==> src/rtl/uart_irq_pkg.sv <==
package uart_irq_pkg;

    localparam int ISR_W = 6;

    localparam logic [ISR_W-1:0] ISR_NONE = 6'h01;
    localparam logic [ISR_W-1:0] ISR_LINE = 6'h06;
    localparam logic [ISR_W-1:0] ISR_RXD  = 6'h04;
    localparam logic [ISR_W-1:0] ISR_TMO  = 6'h0C;
    localparam logic [ISR_W-1:0] ISR_THRE = 6'h02;
    localparam logic [ISR_W-1:0] ISR_MDM  = 6'h00;
    localparam logic [ISR_W-1:0] ISR_CHAR = 6'h10;
    localparam logic [ISR_W-1:0] ISR_FLOW = 6'h20;

    localparam int EN_RX   = 0;
    localparam int EN_THRE = 1;
    localparam int EN_LINE = 2;
    localparam int EN_MDM  = 3;
    localparam int EN_XOFF = 4;
    localparam int EN_SPEC = 5;
    localparam int EN_RTS  = 6;
    localparam int EN_CTS  = 7;

    typedef struct packed {
        logic line;
        logic tmo;
        logic thre;
        logic xoff;
        logic spec;
        logic rts;
        logic cts;
        logic thr_prev;
        logic en_thre_prev;
    } flag_state_t;

endpackage

==> src/rtl/uart_irq_flags.sv <==
module uart_irq_flags
    import uart_irq_pkg::*;
(
    input  logic             clk,
    input  logic             rst_n,
    input  logic [7:0]       ien_i,
    input  logic             thr_empty_i,
    input  logic             thr_wr_i,
    input  logic             line_evt_i,
    input  logic             lsr_rd_i,
    input  logic             tmo_evt_i,
    input  logic             rhr_rd_i,
    input  logic             xoff_evt_i,
    input  logic             spec_evt_i,
    input  logic             rts_evt_i,
    input  logic             cts_evt_i,
    input  logic             isr_rd_i,
    input  logic [ISR_W-1:0] isr_code_i,
    output flag_state_t      flags_o
);

    flag_state_t st_d, st_q;
    logic thre_set, rd_thre, rd_char, rd_flow;

    always_comb begin
        rd_thre  = isr_rd_i && (isr_code_i == ISR_THRE);
        rd_char  = isr_rd_i && (isr_code_i == ISR_CHAR);
        rd_flow  = isr_rd_i && (isr_code_i == ISR_FLOW);
        thre_set = (thr_empty_i && !st_q.thr_prev) ||
                   (thr_empty_i && ien_i[EN_THRE] && !st_q.en_thre_prev);

        st_d              = st_q;
        st_d.thr_prev     = thr_empty_i;
        st_d.en_thre_prev = ien_i[EN_THRE];
        st_d.line = line_evt_i || (st_q.line && !lsr_rd_i);
        st_d.tmo  = tmo_evt_i  || (st_q.tmo  && !rhr_rd_i);
        st_d.thre = thre_set   || (st_q.thre && !(thr_wr_i || rd_thre));
        st_d.xoff = xoff_evt_i || (st_q.xoff && !(rd_char && ien_i[EN_XOFF]));
        st_d.spec = spec_evt_i || (st_q.spec && !(rd_char && ien_i[EN_SPEC]));
        st_d.rts  = rts_evt_i  || (st_q.rts  && !(rd_flow && ien_i[EN_RTS]));
        st_d.cts  = cts_evt_i  || (st_q.cts  && !(rd_flow && ien_i[EN_CTS]));
    end

    always_ff @(posedge clk) begin
        if (!rst_n) st_q <= '0;
        else        st_q <= st_d;
    end

    assign flags_o = st_q;

    assert_line_set_R5: assert property (@(posedge clk) disable iff (!rst_n)
        line_evt_i |=> flags_o.line);
    assert_line_hold_R5: assert property (@(posedge clk) disable iff (!rst_n)
        (flags_o.line && !lsr_rd_i) |=> flags_o.line);
    assert_tmo_clear_R4: assert property (@(posedge clk) disable iff (!rst_n)
        (rhr_rd_i && !tmo_evt_i) |=> !flags_o.tmo);
    assert_thre_wr_clear_R6: assert property (@(posedge clk) disable iff (!rst_n)
        (thr_wr_i && !thre_set) |=> !flags_o.thre);
    assert_set_wins_R12: assert property (@(posedge clk) disable iff (!rst_n)
        (xoff_evt_i && isr_rd_i) |=> flags_o.xoff);

endmodule

==> src/rtl/uart_irq_modem.sv <==
module uart_irq_modem #(
    parameter int MDM_N = 4
) (
    input  logic             clk,
    input  logic             rst_n,
    input  logic [MDM_N-1:0] modem_i,
    input  logic             msr_rd_i,
    output logic [MDM_N-1:0] delta_o
);

    typedef struct packed {
        logic [MDM_N-1:0] delta;
        logic [MDM_N-1:0] prev;
        logic             primed;
    } mdm_state_t;

    mdm_state_t st_d, st_q;
    logic [MDM_N-1:0] chg;

    always_comb begin
        chg         = st_q.primed ? (modem_i ^ st_q.prev) : '0;
        st_d        = st_q;
        st_d.prev   = modem_i;
        st_d.primed = 1'b1;
        for (int i = 0; i < MDM_N; i++) begin
            st_d.delta[i] = chg[i] || (st_q.delta[i] && !msr_rd_i);
        end
    end

    always_ff @(posedge clk) begin
        if (!rst_n) st_q <= '0;
        else        st_q <= st_d;
    end

    assign delta_o = st_q.delta;

    assert_msr_clear_R7: assert property (@(posedge clk) disable iff (!rst_n)
        (msr_rd_i && chg == '0) |=> (delta_o == '0));
    assert_delta_keep_R7: assert property (@(posedge clk) disable iff (!rst_n)
        !msr_rd_i |=> ((delta_o & $past(delta_o)) == $past(delta_o)));

endmodule

==> src/rtl/uart_irq_prio.sv <==
module uart_irq_prio
    import uart_irq_pkg::*;
(
    input  logic [7:0]       ien_i,
    input  flag_state_t      flags_i,
    input  logic             rxd_lvl_i,
    input  logic             mdm_any_i,
    output logic [ISR_W-1:0] code_o,
    output logic             irq_o
);

    logic p_line, p_rxd, p_tmo, p_thre, p_mdm, p_char, p_flow;

    always_comb begin
        p_line = flags_i.line && ien_i[EN_LINE];
        p_rxd  = rxd_lvl_i    && ien_i[EN_RX];
        p_tmo  = flags_i.tmo  && ien_i[EN_RX];
        p_thre = flags_i.thre && ien_i[EN_THRE];
        p_mdm  = mdm_any_i    && ien_i[EN_MDM];
        p_char = (flags_i.xoff && ien_i[EN_XOFF]) || (flags_i.spec && ien_i[EN_SPEC]);
        p_flow = (flags_i.rts  && ien_i[EN_RTS])  || (flags_i.cts  && ien_i[EN_CTS]);

        if      (p_line) code_o = ISR_LINE;
        else if (p_rxd)  code_o = ISR_RXD;
        else if (p_tmo)  code_o = ISR_TMO;
        else if (p_thre) code_o = ISR_THRE;
        else if (p_mdm)  code_o = ISR_MDM;
        else if (p_char) code_o = ISR_CHAR;
        else if (p_flow) code_o = ISR_FLOW;
        else             code_o = ISR_NONE;

        irq_o = p_line | p_rxd | p_tmo | p_thre | p_mdm | p_char | p_flow;
    end

endmodule

==> src/rtl/uart_irq_ctrl.sv <==
module uart_irq_ctrl
    import uart_irq_pkg::*;
#(
    parameter int CNT_W = 7,
    parameter int MDM_N = 4
) (
    input  logic             clk,
    input  logic             rst_n,
    input  logic [7:0]       ien_i,
    input  logic [CNT_W-1:0] rx_level_i,
    input  logic [CNT_W-1:0] rx_trig_i,
    input  logic             rx_tmo_i,
    input  logic             rhr_rd_i,
    input  logic             line_evt_i,
    input  logic             lsr_rd_i,
    input  logic             thr_empty_i,
    input  logic             thr_wr_i,
    input  logic [MDM_N-1:0] modem_i,
    input  logic             msr_rd_i,
    input  logic             xoff_i,
    input  logic             spec_i,
    input  logic             rts_chg_i,
    input  logic             cts_chg_i,
    input  logic             isr_rd_i,
    output logic [5:0]       isr_o,
    output logic             irq_o,
    output logic [MDM_N-1:0] msr_delta_o
);

    flag_state_t      flags;
    logic [ISR_W-1:0] code;
    logic             rxd_lvl;

    assign rxd_lvl = (rx_level_i >= rx_trig_i);

    uart_irq_flags u_flags (
        .clk        (clk),
        .rst_n      (rst_n),
        .ien_i      (ien_i),
        .thr_empty_i(thr_empty_i),
        .thr_wr_i   (thr_wr_i),
        .line_evt_i (line_evt_i),
        .lsr_rd_i   (lsr_rd_i),
        .tmo_evt_i  (rx_tmo_i),
        .rhr_rd_i   (rhr_rd_i),
        .xoff_evt_i (xoff_i),
        .spec_evt_i (spec_i),
        .rts_evt_i  (rts_chg_i),
        .cts_evt_i  (cts_chg_i),
        .isr_rd_i   (isr_rd_i),
        .isr_code_i (code),
        .flags_o    (flags)
    );

    uart_irq_modem #(.MDM_N(MDM_N)) u_modem (
        .clk     (clk),
        .rst_n   (rst_n),
        .modem_i (modem_i),
        .msr_rd_i(msr_rd_i),
        .delta_o (msr_delta_o)
    );

    uart_irq_prio u_prio (
        .ien_i    (ien_i),
        .flags_i  (flags),
        .rxd_lvl_i(rxd_lvl),
        .mdm_any_i(|msr_delta_o),
        .code_o   (code),
        .irq_o    (irq_o)
    );

    assign isr_o = code;

    assert_irq_code_R11: assert property (@(posedge clk) disable iff (!rst_n)
        irq_o == (isr_o != ISR_NONE));
    assert_line_top_R2: assert property (@(posedge clk) disable iff (!rst_n)
        (flags.line && ien_i[EN_LINE]) |-> (isr_o == ISR_LINE));
    assert_rxd_over_tmo_R4: assert property (@(posedge clk) disable iff (!rst_n)
        (rxd_lvl && ien_i[EN_RX] && !(flags.line && ien_i[EN_LINE])) |-> (isr_o == ISR_RXD));
    assert_idle_masked_R1: assert property (@(posedge clk) disable iff (!rst_n)
        (ien_i == 8'h00) |-> (isr_o == ISR_NONE && !irq_o));

endmodule

==> config.mk <==
export PLATFORM = sky130hd
export DESIGN_NAME = uart_irq_ctrl
export DESIGN_NICKNAME = d
export VERILOG_FILES = /design/src/rtl/uart_irq_pkg.sv /design/src/rtl/uart_irq_flags.sv /design/src/rtl/uart_irq_modem.sv /design/src/rtl/uart_irq_prio.sv /design/src/rtl/uart_irq_ctrl.sv
export SDC_FILE = /design/constraint.sdc
export NUM_CORES = 1
export LEC_CHECK = 0
export BUFFER_PORTS_ARGS = -buffer_cell sky130_fd_sc_hd__buf_4
export CORE_MARGIN = 2
export CORE_UTILIZATION = 35
export DETAILED_ROUTE_END_ITERATION = 8
export PLACE_DENSITY = 0.66
export SLEW_MARGIN = 20
export SYNTH_ARGS = -nofsm -noshare
export SYNTH_HDL_FRONTEND = slang
export SYNTH_SLANG_ARGS = --single-unit
==> constraint.sdc <==
create_clock -name clk -period 1.26 [get_ports clk]
set_input_delay 0.063 -clock clk [delete_from_list [all_inputs] [get_ports clk]]
set_output_delay 0.063 -clock clk [all_outputs]
set_load 0.02 [all_outputs]
==> metrics.txt, run 1 <==
status finished with violations; failing checks negative setup slack; Netlist cell types 30; die height a little under 60 µm; Worst setup SP type register; io pins around 50; Ys Warns 0; sequential share of the synthesized area 0.3499; synthesized cell area just over 1000 µm²; kind of critical path register to output pin; Area Growth Syn to Fin 82.75%; first-pass GRT wire length around 4.8 mm; DR WL/cell around 14 µm; post-DP HPWL between 2 and 2.5 mm; Max Root-Sink Buffers 2; final number of hold-violating endpoints 0; critical path arrival around 1.6 ns; Pre-Repair DR Iteration Count 4; placed cells 200; number of global-route vias before repair between 1k and 1.5k; slowest CP cell o41ai_4; vias between 1k and 1.5k; largest stage delay on the critical path 0.41 ns; crit end category output pin; clk_skew roughly 0.0058 ns; reg2reg setup slack -0.12 ns; Initial DRC Count 28; Tcrit/Tclk final 1.336; final instance area 1882 µm²; CTS tree yes; # setup viols final 11; layout cell share with drive strength beyond 1 0.5316; Worst Path Max Fanout 2; all-layer global routing usage 0.1816; leakage power total between 0.8 and 0.9 nW; starting density of the core 0.3702; EDFF count, synth 0; setup ws final -0.4232 ns; input/output buffers 50; Synth Flop Type dfxtp_1; ANT cells 0; final net count approximately 240; initial antenna violation count 0; row count 19; grt total ovfl 0; Max-cap violations 0; worst relative slew slack 0.7616; commonest non-fill, non-tap cell in the layout buf_4; Max Clk Rate 594.1 MHz; Mapped Cells about 110; final non-filler cell total approximately 220; Hold Crit Class primary input to register; RSZ-0062 raised after global routing true; Clock transition at path regs between 0.1 and 0.15 ns; pin count of the biggest net entering global routing 19; Max VDD drop between 0.6 and 0.7 mV; final worst path period need 1.683 ns; die width 58.24 µm; commonest cells after routing, fill and taps aside buf_4, dfxtp_1, dlygate4sd3_1, inv_1, nor2b_1; DR vias/cell approximately 5.0; root buffer cell clkbuf_4; cell-by-cell trace of the critical path o41ai_4 > nand3_2 > nor2_2 > and3_2 > buf_6; H-tree depth 1; clk sinks 18; Area after DPL ~1500 µm²; setup TNS after final layout -2.290 ns; Worst-Margin Slew ~0.36 ns; Core ar. 2781 µm²; Total Wirelength around 3.1 mm; routability congestion estimate 0.7700; worst skew pair latency 0.29 ns; Num CTS Buffers 3; Power Density 846.2 nW/µm²; die area 3392 µm²; DRC 0; Slew Limit Fails 0; register bit total from synthesis 18; Post-synth ARST share 0; Final ANT Viol Nets 0; WP data required between 1 and 1.5 ns; Mean Syn Cell Area approximately 9 µm²; syn nets roughly 160
synthesized netlist by cell type (4+ instances only):
cell     count  area (µm²)
nor2b_1     11       68.82
and2_1       6       37.54
dfxtp_1     18       360.4
buf_4        4       30.03
a21oi_1      6       30.03
xor2_1       4       35.03
inv_1       15       56.30
ha_1         7       87.58
nand2_1      8       30.03
o21ai_0      6       30.03
a41oi_1      4       35.03
path summary, 6_finish.rpt:
kind,from,end,depth (start not counted)
max reg2reg,u_modem.delta_o[3],u_flags.flags_o[5],5
min,rhr_rd_i,u_flags.flags_o[7],3
max,u_modem.delta_o[3],isr_o[5],5
min reg2reg,u_flags.flags_o[6],u_flags.flags_o[6],2
critical path, delay by kind of cell, from the launching register on:
family	cells	cell delay (ns)
flip-flops	1	0.35
buffers and inverters	1	0.11
AND/OR/NAND/NOR	3	0.47
AO/OA/AOI/OAI	1	0.41
layout make-up:
type,count,area [µm²]
clock buffers,4,36.28
multi-input cells,76,744.5
flip-flops and latches,18,364.1
well taps,31,38.79
repair buffers,77,639.4
inverters,15,58.81
fillers,213,899.6
power breakdown:
| part | internal, mW | switching (mW) |
|---|---|---|
| clock network | 0.176 | 0.181 |
| registers | 0.608 | 0.0248 |
| logic | 0.333 | 0.270 |
kinds of logic (layout without fill, tap and decap cells):
logic type | count (synthesis) | in the layout | share of synthesized area
AND/OR/NAND/NOR | 35 | 35 | 0.2029
AO/OA/AOI/OAI | 30 | 30 | 0.2406
buffers and inverters | 20 | 96 | 0.08748
flip-flops | 18 | 18 | 0.3499
adder cells (fa/ha/maj) | 7 | 7 | 0.08505
XOR/XNOR | 4 | 4 | 0.03402
registers in the layout (all words and copies together), names as in the netlist:
signal and count:
u_modem.delta_o 4, u_modem.st_q 5, u_flags.flags_o 9
through the flow:
step	power, mW	setup WS, ns	hold WS (ns)	utilization
after global routing	1.688	-0.4991	0.04921	0.6766
after global placement	1.075	-0.2913	0.2552	0.5367
after CTS	1.523	-0.4172	0.05242	0.6352
after floorplan	0.8705	0.004159	0.09072	-
after detailed placement	1.090	-0.3174	0.2607	0.5367
final	1.592	-0.4232	0.05779	0.6766
what timing repair did:
| action | CTS | global route |
|---|---|---|
| setup buffers | 1 | 2 |
| endpoints found under the hold margin | 14 | 0 |
| hold buffers | 14 | 0 |
| endpoints found under the setup margin | 11 | 12 |
| gates resized for setup | 18 | 18 |
| pin swaps | 4 | 13 |
per-layer routing:
metal | up-vias | global-route usage | wire [µm]
li1 | 543 | - | -
met1 | 516 | 0.1806 | 1084
met2 | 38 | 0.3636 | 1792
met3 | 6 | 0.02009 | 148
met4 | 0 | 0.08970 | 64
met5 | - | 0 | 0
Power figures use the tool's default switching activity.
==> run 2: changes to the inputs <==
Clock period 1.26 ns to 1.4 ns, I/O delays scaled along.
==> run 2 against run 1 <==
- sequential share of layout area up 1.3 points
- die area unchanged
- via count down 4.8%
- first-iteration DRC count down 57%
- worst setup slack better by 0.20 ns
- sequential cell count unchanged
- wire length down 8.8%
- final cell count down 2.7%
- highest routed layer unchanged
- final area down 6.4%
- the flow still finishes with violations (negative setup slack)
- clock skew down 0.0014 ns
- register-to-register slack better by 0.21 ns
==> metrics.txt, run 2 (synthesized netlist as in run 1, its figures left out) <==
Core ar. around 2800 µm²; ANT cells 0; Sequential Power Share 0.419; Worst setup SP type register; grt total ovfl 0; Worst-Margin Slew 0.3239 ns; row count 19; reg2reg setup slack 0.09 ns; Clock transition at path regs around 0.10 ns; R2R Path Start u_modem.delta_o[3]; Initial DRC Count 12; multi-input logic area around 700 µm²; Hold Crit Class primary input to register; critical path arrival between 1.5 and 2 ns; reg2reg path depth 5; H-tree depth 1; number of global-route vias before repair about 1.1k; post-DP HPWL roughly 2.2 mm; input/output buffers 50; RSZ-0062 raised after global routing true; Max Clk Rate 614.9 MHz; Min-Delay Path Depth 1; DR vias/cell 4.884; failing checks negative setup slack; DRC 0; Tcrit/Tclk final 1.162; io pins between 50 and 60; worst hold start rst_n; Max-cap violations 0; final net count 232; starting density of the core 0.3702; status finished with violations; Hold EP u_modem.st_q[0]; clk_skew 0.004450 ns; setup ws final -0.2263 ns; die width between 50 and 60 µm; final number of hold-violating endpoints 0; Area Growth Syn to Fin 70.96%; Tot Pwr ~1.4 mW; all-layer global routing usage 0.1686; vias about 1.1k; Fill cells roughly 240; Total Wirelength 2.819 mm; Pre-Repair DR Iteration Count 2; Int Power ~970 µW; worst relative slew slack 0.7841; Worst Path Max Fanout 2; Sw Ratio 0.2883; commonest non-fill, non-tap cell in the layout buf_4; # setup viols final 5; commonest cells after routing, fill and taps aside buf_4, dfxtp_1, inv_1, dlygate4sd3_1, nor2b_1; initial antenna violation count 0; Power Density between 700 and 800 nW/µm²; kind of critical path register to output pin; worst skew pair latency around 0.28 ns; first-pass GRT wire length around 4.4 mm; Max Root-Sink Buffers 2; root buffer cell clkbuf_4; Max VDD drop 0.5225 mV; final worst path period need around 1.6 ns; DR WL/cell between 10 and 15 µm; Clk pwr share 0.228; Final ANT Viol Nets 0; P_sw 393.4 µW; pin count of the biggest net entering global routing 19; die height around 58 µm; routability congestion estimate approximately 0.8; Slew Limit Fails 0; Logic pwr share 0.353; RR Endpoint u_flags.flags_o[5]; final core occ 0.6329; max FFs per register 9; crit end category output pin; clk sinks 18; leakage power total between 0.8 and 0.9 nW; die area between 3000 and 4000 µm²; WP data required around 1.3 ns; Num CTS Buffers 3; layout cell share with drive strength beyond 1 0.4783; CTS tree yes; Sequential Area between 300 and 400 µm²
[run 2: changes by cell type in the layout (fill, tap and decap cells not counted), moves of 2 or more]
cell / change
and3_2: -2
and4_4: -2
buf_6: -5
and4_1: +2
and3_1: +2
dlygate4sd3_1: -2
a41oi_2: -2
a41oi_1: +2
[run 2: worst max-delay path by stage]
stage | startpoint | end | slack (ns) | depth (start not counted)
2_1_floorplan | rx_trig_i[5] | isr_o[3] | 0.05 | 6
3_3_place_gp | rx_level_i[5] | isr_o[3] | -0.17 | 7
3_5_place_dp | rx_level_i[5] | isr_o[3] | -0.21 | 7
4_1_cts | u_modem.delta_o[3] | isr_o[5] | -0.28 | 5
5_1_grt | u_modem.delta_o[3] | isr_o[5] | -0.32 | 5
6_report | u_modem.delta_o[3] | isr_o[0] | -0.23 | 5
[run 2: cell type report]
type / instances / share of cell area
Clock buffer: 4 / 0.02061
Inverter: 15 / 0.03198
Multi-Input combinational cell: 76 / 0.3945
Sequential cell: 18 / 0.2068
Tap cell: 31 / 0.02203
Timing Repair Buffer: 71 / 0.3241
[run 2: timing repair]
action,CTS,global route
resized for setup,9,14
buffers inserted,1,2
cloned,0,0
pin swaps,6,5
hold buffers,12,0
hold endpoints to repair,12,0
endpoints found under the setup margin,7,11
[run 2: worst max-delay path, stage by stage, from the launching register on]
cell	delay, ns
dfxtp_2	0.35
o41ai_4	0.38
nand3_2	0.13
inv_1	0.09
and4_1	0.20
buf_6	0.12
[run 2: per-stage QoR]
step	setup WS, ns	cells	TNS, ns	cell area, µm²	hold slack (ns)
final	-0.2263	215	-0.8554	1760	0.01120
after detailed placement	-0.2126	196	-1.725	1455	0.2656
after CTS	-0.2810	213	-0.9818	1674	0.005521
after floorplan	0.05313	114	0	1030	0.09772
after global routing	-0.3174	215	-1.234	1760	0.003801
after global placement	-0.1749	196	-1.420	1455	0.2631
[run 2: power groups by stage]
| stage | clock network, mW | registers [mW] | logic, mW |
|---|---|---|---|
| floorplan | 0 | 0.573 | 0.204 |
| global placement | 0 | 0.577 | 0.373 |
| detailed placement | 0 | 0.579 | 0.386 |
| CTS | 0.324 | 0.570 | 0.440 |
| global route | 0.350 | 0.575 | 0.522 |
| finish | 0.311 | 0.571 | 0.482 |
[run 2: per-layer routing]
metal  global-route usage  share of wire  up-vias
li1                     -              -      535
met1               0.1710           0.36      480
met2               0.3312           0.58       31
met3              0.03125          0.049        4
met4              0.06977          0.011        0
met5                    0              0        -
